$ cat src/rtl/cbb_pkg.sv
package cbb_pkg;
  typedef enum logic [1:0] {
    PH_IN  = 2'd0,
    PH_RUN = 2'd1,
    PH_OUT = 2'd2
  } phase_e;
endpackage

$ cat src/rtl/cbb_sync2.sv
module cbb_sync2 #(
  parameter int W = 1
) (
  input  logic         clk_i,
  input  logic         rst_ni,
  input  logic [W-1:0] d_i,
  output logic [W-1:0] q_o
);
  logic [W-1:0] s1_q, s2_q;

  always_ff @(posedge clk_i or negedge rst_ni) begin
    if (!rst_ni) begin
      s1_q <= '0;
      s2_q <= '0;
    end else begin
      s1_q <= d_i;
      s2_q <= s1_q;
    end
  end

  assign q_o = s2_q;
endmodule

$ cat src/rtl/cbb_in_ctrl.sv
module cbb_in_ctrl #(
  parameter int HALF_W  = 16,
  parameter int WORD_W  = 32,
  parameter int N_WORDS = 4
) (
  input  logic                       clk_i,
  input  logic                       rst_ni,
  input  logic                       wr_stb_i,
  input  logic [HALF_W-1:0]          half_i,
  output logic                       last_o,
  output logic [N_WORDS*WORD_W-1:0]  blk_o
);
  localparam int HPW    = WORD_W / HALF_W;
  localparam int N_HALF = N_WORDS * HPW;
  localparam int BLK_W  = N_WORDS * WORD_W;
  localparam int CNT_W  = $clog2(N_HALF);

  logic [CNT_W-1:0] cnt_q;

  always_ff @(posedge clk_i or negedge rst_ni) begin
    if (!rst_ni) cnt_q <= '0;
    else if (wr_stb_i) cnt_q <= last_o ? '0 : cnt_q + 1'b1;
  end

  assign last_o = (cnt_q == CNT_W'(N_HALF - 1));

  // word buffers; first halfword of a word goes to its upper half
  for (genvar w = 0; w < N_WORDS; w++) begin : g_word
    for (genvar h = 0; h < HPW; h++) begin : g_half
      localparam int K = w * HPW + h;
      logic [HALF_W-1:0] q;
      always_ff @(posedge clk_i or negedge rst_ni) begin
        if (!rst_ni) q <= '0;
        else if (wr_stb_i && cnt_q == CNT_W'(K)) q <= half_i;
      end
      assign blk_o[BLK_W-1-K*HALF_W -: HALF_W] = q;
    end
  end

  a_r4_count_wraps: assert property (@(posedge clk_i) disable iff (!rst_ni)
    (wr_stb_i && last_o) |=> (cnt_q == '0));
endmodule

$ cat src/rtl/cbb_out_ctrl.sv
module cbb_out_ctrl #(
  parameter int HALF_W  = 16,
  parameter int WORD_W  = 32,
  parameter int N_WORDS = 4
) (
  input  logic                       clk_i,
  input  logic                       rst_ni,
  input  logic                       load_i,
  input  logic [N_WORDS*WORD_W-1:0]  res_i,
  input  logic                       adv_i,
  output logic [HALF_W-1:0]          half_o,
  output logic                       last_o
);
  localparam int HPW    = WORD_W / HALF_W;
  localparam int N_HALF = N_WORDS * HPW;
  localparam int BLK_W  = N_WORDS * WORD_W;
  localparam int CNT_W  = $clog2(N_HALF);

  logic [BLK_W-1:0] res_q;
  logic [CNT_W-1:0] cnt_q;

  always_ff @(posedge clk_i or negedge rst_ni) begin
    if (!rst_ni) begin
      res_q <= '0;
      cnt_q <= '0;
    end else if (load_i) begin
      res_q <= res_i;
      cnt_q <= '0;
    end else if (adv_i) begin
      cnt_q <= last_o ? '0 : cnt_q + 1'b1;
    end
  end

  assign last_o = (cnt_q == CNT_W'(N_HALF - 1));
  assign half_o = res_q[BLK_W-1-int'(cnt_q)*HALF_W -: HALF_W];

  a_r9_cnt_clear: assert property (@(posedge clk_i) disable iff (!rst_ni)
    (adv_i && last_o) |=> (cnt_q == '0));
  a_r5_no_load_mid_read: assert property (@(posedge clk_i) disable iff (!rst_ni)
    !(load_i && adv_i));
endmodule

$ cat src/rtl/cbb_seq.sv
module cbb_seq
  import cbb_pkg::*;
(
  input  logic clk_i,
  input  logic rst_ni,
  input  logic req_s_i,
  input  logic wr_s_i,
  input  logic rd_s_i,
  input  logic in_last_i,
  input  logic out_last_i,
  input  logic done_i,
  output logic wr_stb_o,
  output logic rd_adv_o,
  output logic load_o,
  output logic start_o,
  output logic ack_o,
  output logic oe_o
);
  phase_e ph_q;
  logic   ack_q, oe_q, start_q;
  logic   rd_go, ack_clr;

  assign wr_stb_o = !ack_q && req_s_i && wr_s_i && ph_q == PH_IN;
  assign rd_go    = !ack_q && req_s_i && !wr_s_i && rd_s_i && ph_q == PH_OUT;
  assign ack_clr  = ack_q && !req_s_i;
  assign rd_adv_o = ack_clr && oe_q;
  assign load_o   = ph_q == PH_RUN && done_i;

  always_ff @(posedge clk_i or negedge rst_ni) begin
    if (!rst_ni) begin
      ph_q    <= PH_IN;
      ack_q   <= 1'b0;
      oe_q    <= 1'b0;
      start_q <= 1'b0;
    end else begin
      start_q <= wr_stb_o && in_last_i;
      if (wr_stb_o || rd_go) ack_q <= 1'b1;
      else if (ack_clr)      ack_q <= 1'b0;
      if (rd_go)        oe_q <= 1'b1;
      else if (ack_clr) oe_q <= 1'b0;
      unique case (ph_q)
        PH_IN:   if (wr_stb_o && in_last_i) ph_q <= PH_RUN;
        PH_RUN:  if (done_i) ph_q <= PH_OUT;
        PH_OUT:  if (rd_adv_o && out_last_i) ph_q <= PH_IN;
        default: ph_q <= PH_IN;
      endcase
    end
  end

  assign ack_o   = ack_q;
  assign oe_o    = oe_q;
  assign start_o = start_q;

  a_r2_ack_after_req: assert property (@(posedge clk_i) disable iff (!rst_ni)
    $rose(ack_q) |-> $past(req_s_i));
  a_r2_ack_held: assert property (@(posedge clk_i) disable iff (!rst_ni)
    (ack_q && req_s_i) |=> ack_q);
  a_r4_start_single: assert property (@(posedge clk_i) disable iff (!rst_ni)
    start_q |=> !start_q);
  a_r8_oe_under_ack: assert property (@(posedge clk_i) disable iff (!rst_ni)
    oe_q |-> ack_q);
  a_r6_read_needs_result: assert property (@(posedge clk_i) disable iff (!rst_ni)
    $rose(oe_q) |-> ph_q == PH_OUT);
  a_r10_write_only_in: assert property (@(posedge clk_i) disable iff (!rst_ni)
    ($rose(ack_q) && !oe_q) |-> $past(ph_q) == PH_IN);
  a_r9_back_to_in: assert property (@(posedge clk_i) disable iff (!rst_ni)
    (rd_adv_o && out_last_i) |=> ph_q == PH_IN);
endmodule

$ cat src/rtl/cbb_bridge.sv
module cbb_bridge #(
  parameter int HALF_W  = 16,
  parameter int WORD_W  = 32,
  parameter int N_WORDS = 4,
  localparam int BLK_W  = N_WORDS * WORD_W
) (
  input  logic              clk_i,
  input  logic              rst_ni,
  input  logic              req_i,
  input  logic              wr_en_i,
  input  logic              rd_en_i,
  input  logic [HALF_W-1:0] bus_i,
  output logic [HALF_W-1:0] bus_o,
  output logic              bus_oe_o,
  output logic              ack_o,
  output logic [BLK_W-1:0]  blk_o,
  output logic              start_o,
  input  logic [BLK_W-1:0]  res_i,
  input  logic              done_i
);
  logic [2:0]        ctl_s;
  logic              wr_stb, rd_adv, load, in_last, out_last;
  logic [HALF_W-1:0] out_half;

  cbb_sync2 #(.W(3)) u_sync (
    .clk_i (clk_i),
    .rst_ni(rst_ni),
    .d_i   ({req_i, wr_en_i, rd_en_i}),
    .q_o   (ctl_s)
  );

  cbb_in_ctrl #(.HALF_W(HALF_W), .WORD_W(WORD_W), .N_WORDS(N_WORDS)) u_in (
    .clk_i   (clk_i),
    .rst_ni  (rst_ni),
    .wr_stb_i(wr_stb),
    .half_i  (bus_i),
    .last_o  (in_last),
    .blk_o   (blk_o)
  );

  cbb_out_ctrl #(.HALF_W(HALF_W), .WORD_W(WORD_W), .N_WORDS(N_WORDS)) u_out (
    .clk_i (clk_i),
    .rst_ni(rst_ni),
    .load_i(load),
    .res_i (res_i),
    .adv_i (rd_adv),
    .half_o(out_half),
    .last_o(out_last)
  );

  cbb_seq u_seq (
    .clk_i     (clk_i),
    .rst_ni    (rst_ni),
    .req_s_i   (ctl_s[2]),
    .wr_s_i    (ctl_s[1]),
    .rd_s_i    (ctl_s[0]),
    .in_last_i (in_last),
    .out_last_i(out_last),
    .done_i    (done_i),
    .wr_stb_o  (wr_stb),
    .rd_adv_o  (rd_adv),
    .load_o    (load),
    .start_o   (start_o),
    .ack_o     (ack_o),
    .oe_o      (bus_oe_o)
  );

  assign bus_o = bus_oe_o ? out_half : '0;

  a_r1_quiet_after_reset: assert property (@(posedge clk_i)
    !rst_ni |=> (!ack_o && !bus_oe_o && !start_o));
endmodule

$ cat config.mk
export PLATFORM = sky130hd
export DESIGN_NAME = cbb_bridge
export DESIGN_NICKNAME = d
export VERILOG_FILES = /design/src/rtl/cbb_pkg.sv /design/src/rtl/cbb_sync2.sv /design/src/rtl/cbb_in_ctrl.sv /design/src/rtl/cbb_out_ctrl.sv /design/src/rtl/cbb_seq.sv /design/src/rtl/cbb_bridge.sv
export SDC_FILE = /design/constraint.sdc
export NUM_CORES = 1
export LEC_CHECK = 0
export CORE_ASPECT_RATIO = 1.25
export CORE_MARGIN = 2
export CORE_UTILIZATION = 26
export CTS_CLUSTER_SIZE = 8
export DETAILED_ROUTE_END_ITERATION = 6
export GPL_ROUTABILITY_DRIVEN = 1
export PLACE_DENSITY_LB_ADDON = 0.1
export SKIP_LAST_GASP = 1
export SYNTH_ARGS = -nofsm -noshare
export SYNTH_HDL_FRONTEND = slang
export SYNTH_SLANG_ARGS = --single-unit
$ cat constraint.sdc
create_clock -name clk_i -period 3.3 [get_ports clk_i]
set_input_delay 0.99 -clock clk_i [delete_from_list [all_inputs] [get_ports clk_i]]
set_output_delay 0.99 -clock clk_i [all_outputs]
set_load 0.05 [all_outputs]
==> run metrics <==
Synth top area share 0.603; status finished clean; RePlAce Congestion 0.764; vias per inst 4.47; Final min period 3.23 ns; maximum buffer depth of the clock tree 3; Yosys top cell by area dfrtp_1; Starting DRT DRC Count 171; synth cell count leaders mux2_2, dfrtp_1, buf_2, inv_1, o21ai_0; synthesized area 11300 sq um; CP startpoint kind flop; Global Route Usage Sum 0.160; dpl ws 0.366 ns; vias in the first global route 8119; WP data required 2.31 ns; DRC viols 0; Max IR drop VDD 0.672 mV; RSZ-0062 raised after global routing no; DR WL/cell 22.3 um; Clock Pin Slew Worst Setup and Hold Paths 0.06 ns; Mean Syn Cell Area 15.8 sq um; fill count 4109; synth unique cells 27; most common cell in the netlist mux2_2; Hold Fails Final Rpt 0; CP Max Fanout 16; most frequently used flop master after synthesis dfrtp_1; largest net degree at the start of global routing 70; setup violators final 0; relative slew slack 0.473; dominant cells by area after synthesis dfrtp_1, mux2_2, mux4_2, mux2i_1, a221oi_1; CTS tree built; core footprint 43100 sq um; Register-to-Register Path Depth 3; worst setup margin 0.0674 ns; synthesized net count 875; WS Path Type flop to output pin; Synth-to-Final Area Change 45.4%; CP delay by family, top buffers and inverters; actual slew at the worst max-slew pin 0.788 ns; Hold EP u_sync.q_o[1]$_DFF_PN0_; worst path cell trace buf_12 -> buf_12 -> mux4_2 -> inv_1 -> a221oi_1 -> buf_12; port buffer count 296; Pre-antenna DRT Iters 4; CP bufs+invs 4; clk sinks 273; Die X 191 um; ANT cells 0; Worst R2R Setup Slack 0.82 ns; Worst Hold Class flop to flop; Mapped Cells 717; hpwl dp 25.8 mm; flip-flop and latch area 6840 sq um; Crit-path slowest cell dfrtp_4; Starting Density 0.263; crit path DAT 2.24 ns; IO Pins 297; DR WL met3 3.10 mm; Max Cap Viol 0; critical path's largest stage delay 0.49 ns; post-layout util 0.383; wl on met1 14.1 mm; Root Driver clkbuf_16; Yosys reg bits 273; share of cells above drive strength 1 0.383; P per Cell Area 1120 nW/um^2; final clock skew 0.0152 ns; row cnt 85; Worst R2R Start u_seq.ack_o$_DFFE_PN0P_; register area share after synthesis 0.603; global-route wire length before repair 53.5 mm; Routed Antenna Nets 0; uppermost routed layer met5; WL final 36.0 mm; Die Height 237 um; Overflow after GRT 0; Post-synth EDFFs 0; LEAKAGE 6.91 nW; metal2 WL 18.1 mm; Fmax 0.309 GHz; total CTS buffers 40; hold_sp u_sync.s1_q[1]$_DFF_PN0_; initial antenna violation count 1; Reg-to-Reg End u_in.g_word[2].g_half[0].q[7]$_DFFE_PN0P_; ratio of final minimum period to clock period 0.980; Hold Path Depth 0; critical path capture point type output pin; worst skew pair latency 0.52 ns; # nets final 1206; Synth warnings 0; die area 45300 sq um; Final Power 0.0185 W; fraction of registers with async set/reset 1.00; via count 7226; H-tree depth 2; most used cell, CP buf_12; area of the multi-input gates 4290 sq um; Final Slew Violations 0
-- repair_timing --
item,4_1_cts,5_1_grt
buffers inserted,1,0
endpoints found under the setup margin,14,6
hold buffers,0,0
resized for setup,11,5
cloned,0,0
-- through the flow --
stage / setup TNS [ns] / cell area [sq um] / hold slack (ns) / instances
2_1_floorplan: -1.59 / 11300 / 0.331 / 717
3_3_place_gp: 0 / 15300 / 0.335 / 1570
3_5_place_dp: 0 / 15300 / 0.338 / 1570
4_1_cts: 0 / 16500 / 0.349 / 1616
5_1_grt: 0 / 16500 / 0.356 / 1616
6_report: 0 / 16500 / 0.346 / 1616
-- report_power, final --
| group | internal, W | switching [W] |
|---|---|---|
| Sequential | 0.00496 | 0.00101 |
| Clock | 0.00228 | 0.00143 |
| Combinational | 0.00370 | 0.00514 |
| Total | 0.0109 | 0.00758 |
-- kinds of logic after synthesis --
kind of cell	Yosys count	synth area share
AO/OA/AOI/OAI	41	0.0236
adder cells (fa/ha/maj)	8	0.00883
buffers and inverters	60	0.0257
flip-flops	273	0.603
multiplexers	308	0.320
AND/OR/NAND/NOR	27	0.0189
-- cell type report --
cell class                 count  area share
sequential                   273       0.415
multi-input combinational    384       0.260
timing repair buffer         326       0.212
clock buffer                  44      0.0635
tap                          565      0.0429
inverter                      23     0.00524
clock inverter                 1     0.00182
-- sequential cells by signal (all words and copies together) (netlist names) --
name,flops
u_in.cnt_q,3
u_in.g_word.g_half.q,128
u_out.cnt_q,3
u_out.res_q,128
u_seq.ack_o,1
u_seq.oe_o,1
u_seq.ph_q,2
u_seq.start_o,1
u_sync.q_o,3
u_sync.s1_q,3
-- placed cells by master, fill, tap and decap left out, drive strengths merged, types with 2 or more instances in the layout --
master,instances
clkbuf,44
ha,8
nand2,2
mux2i,18
inv,23
nand3,4
a21oi,4
buf,47
o21ai,20
nand3b,2
nor2,5
dfrtp,273
mux4,16
clkdlybuf4s50,279
a221oi,16
nand2b,3
nor2b,2
nand4,3
mux2,274
-- how the worst max path moves through the flow --
stage | start | end | slack, ns | depth (start not counted)
after floorplan | u_out.cnt_q[1]$_DFFE_PN0P_ | bus_o[10] | -0.14 | 5
after global placement | u_out.cnt_q[2]$_DFFE_PN0P_ | bus_o[9] | 0.44 | 6
after detailed placement | u_out.cnt_q[2]$_DFFE_PN0P_ | bus_o[14] | 0.37 | 6
after CTS | u_out.cnt_q[2]$_DFFE_PN0P_ | bus_o[3] | 0.04 | 6
after global routing | u_out.cnt_q[2]$_DFFE_PN0P_ | bus_o[2] | 0.001 | 6
final | u_out.cnt_q[2]$_DFFE_PN0P_ | bus_o[4] | 0.07 | 6
-- routing by layer --
layer	up-vias	track usage
met4	2	0.0397
met3	56	0.0602
met1	3685	0.185
met5	-	0
li1	3245	-
met2	238	0.279
No activity file was read; power rests on OpenSTA's default activity.
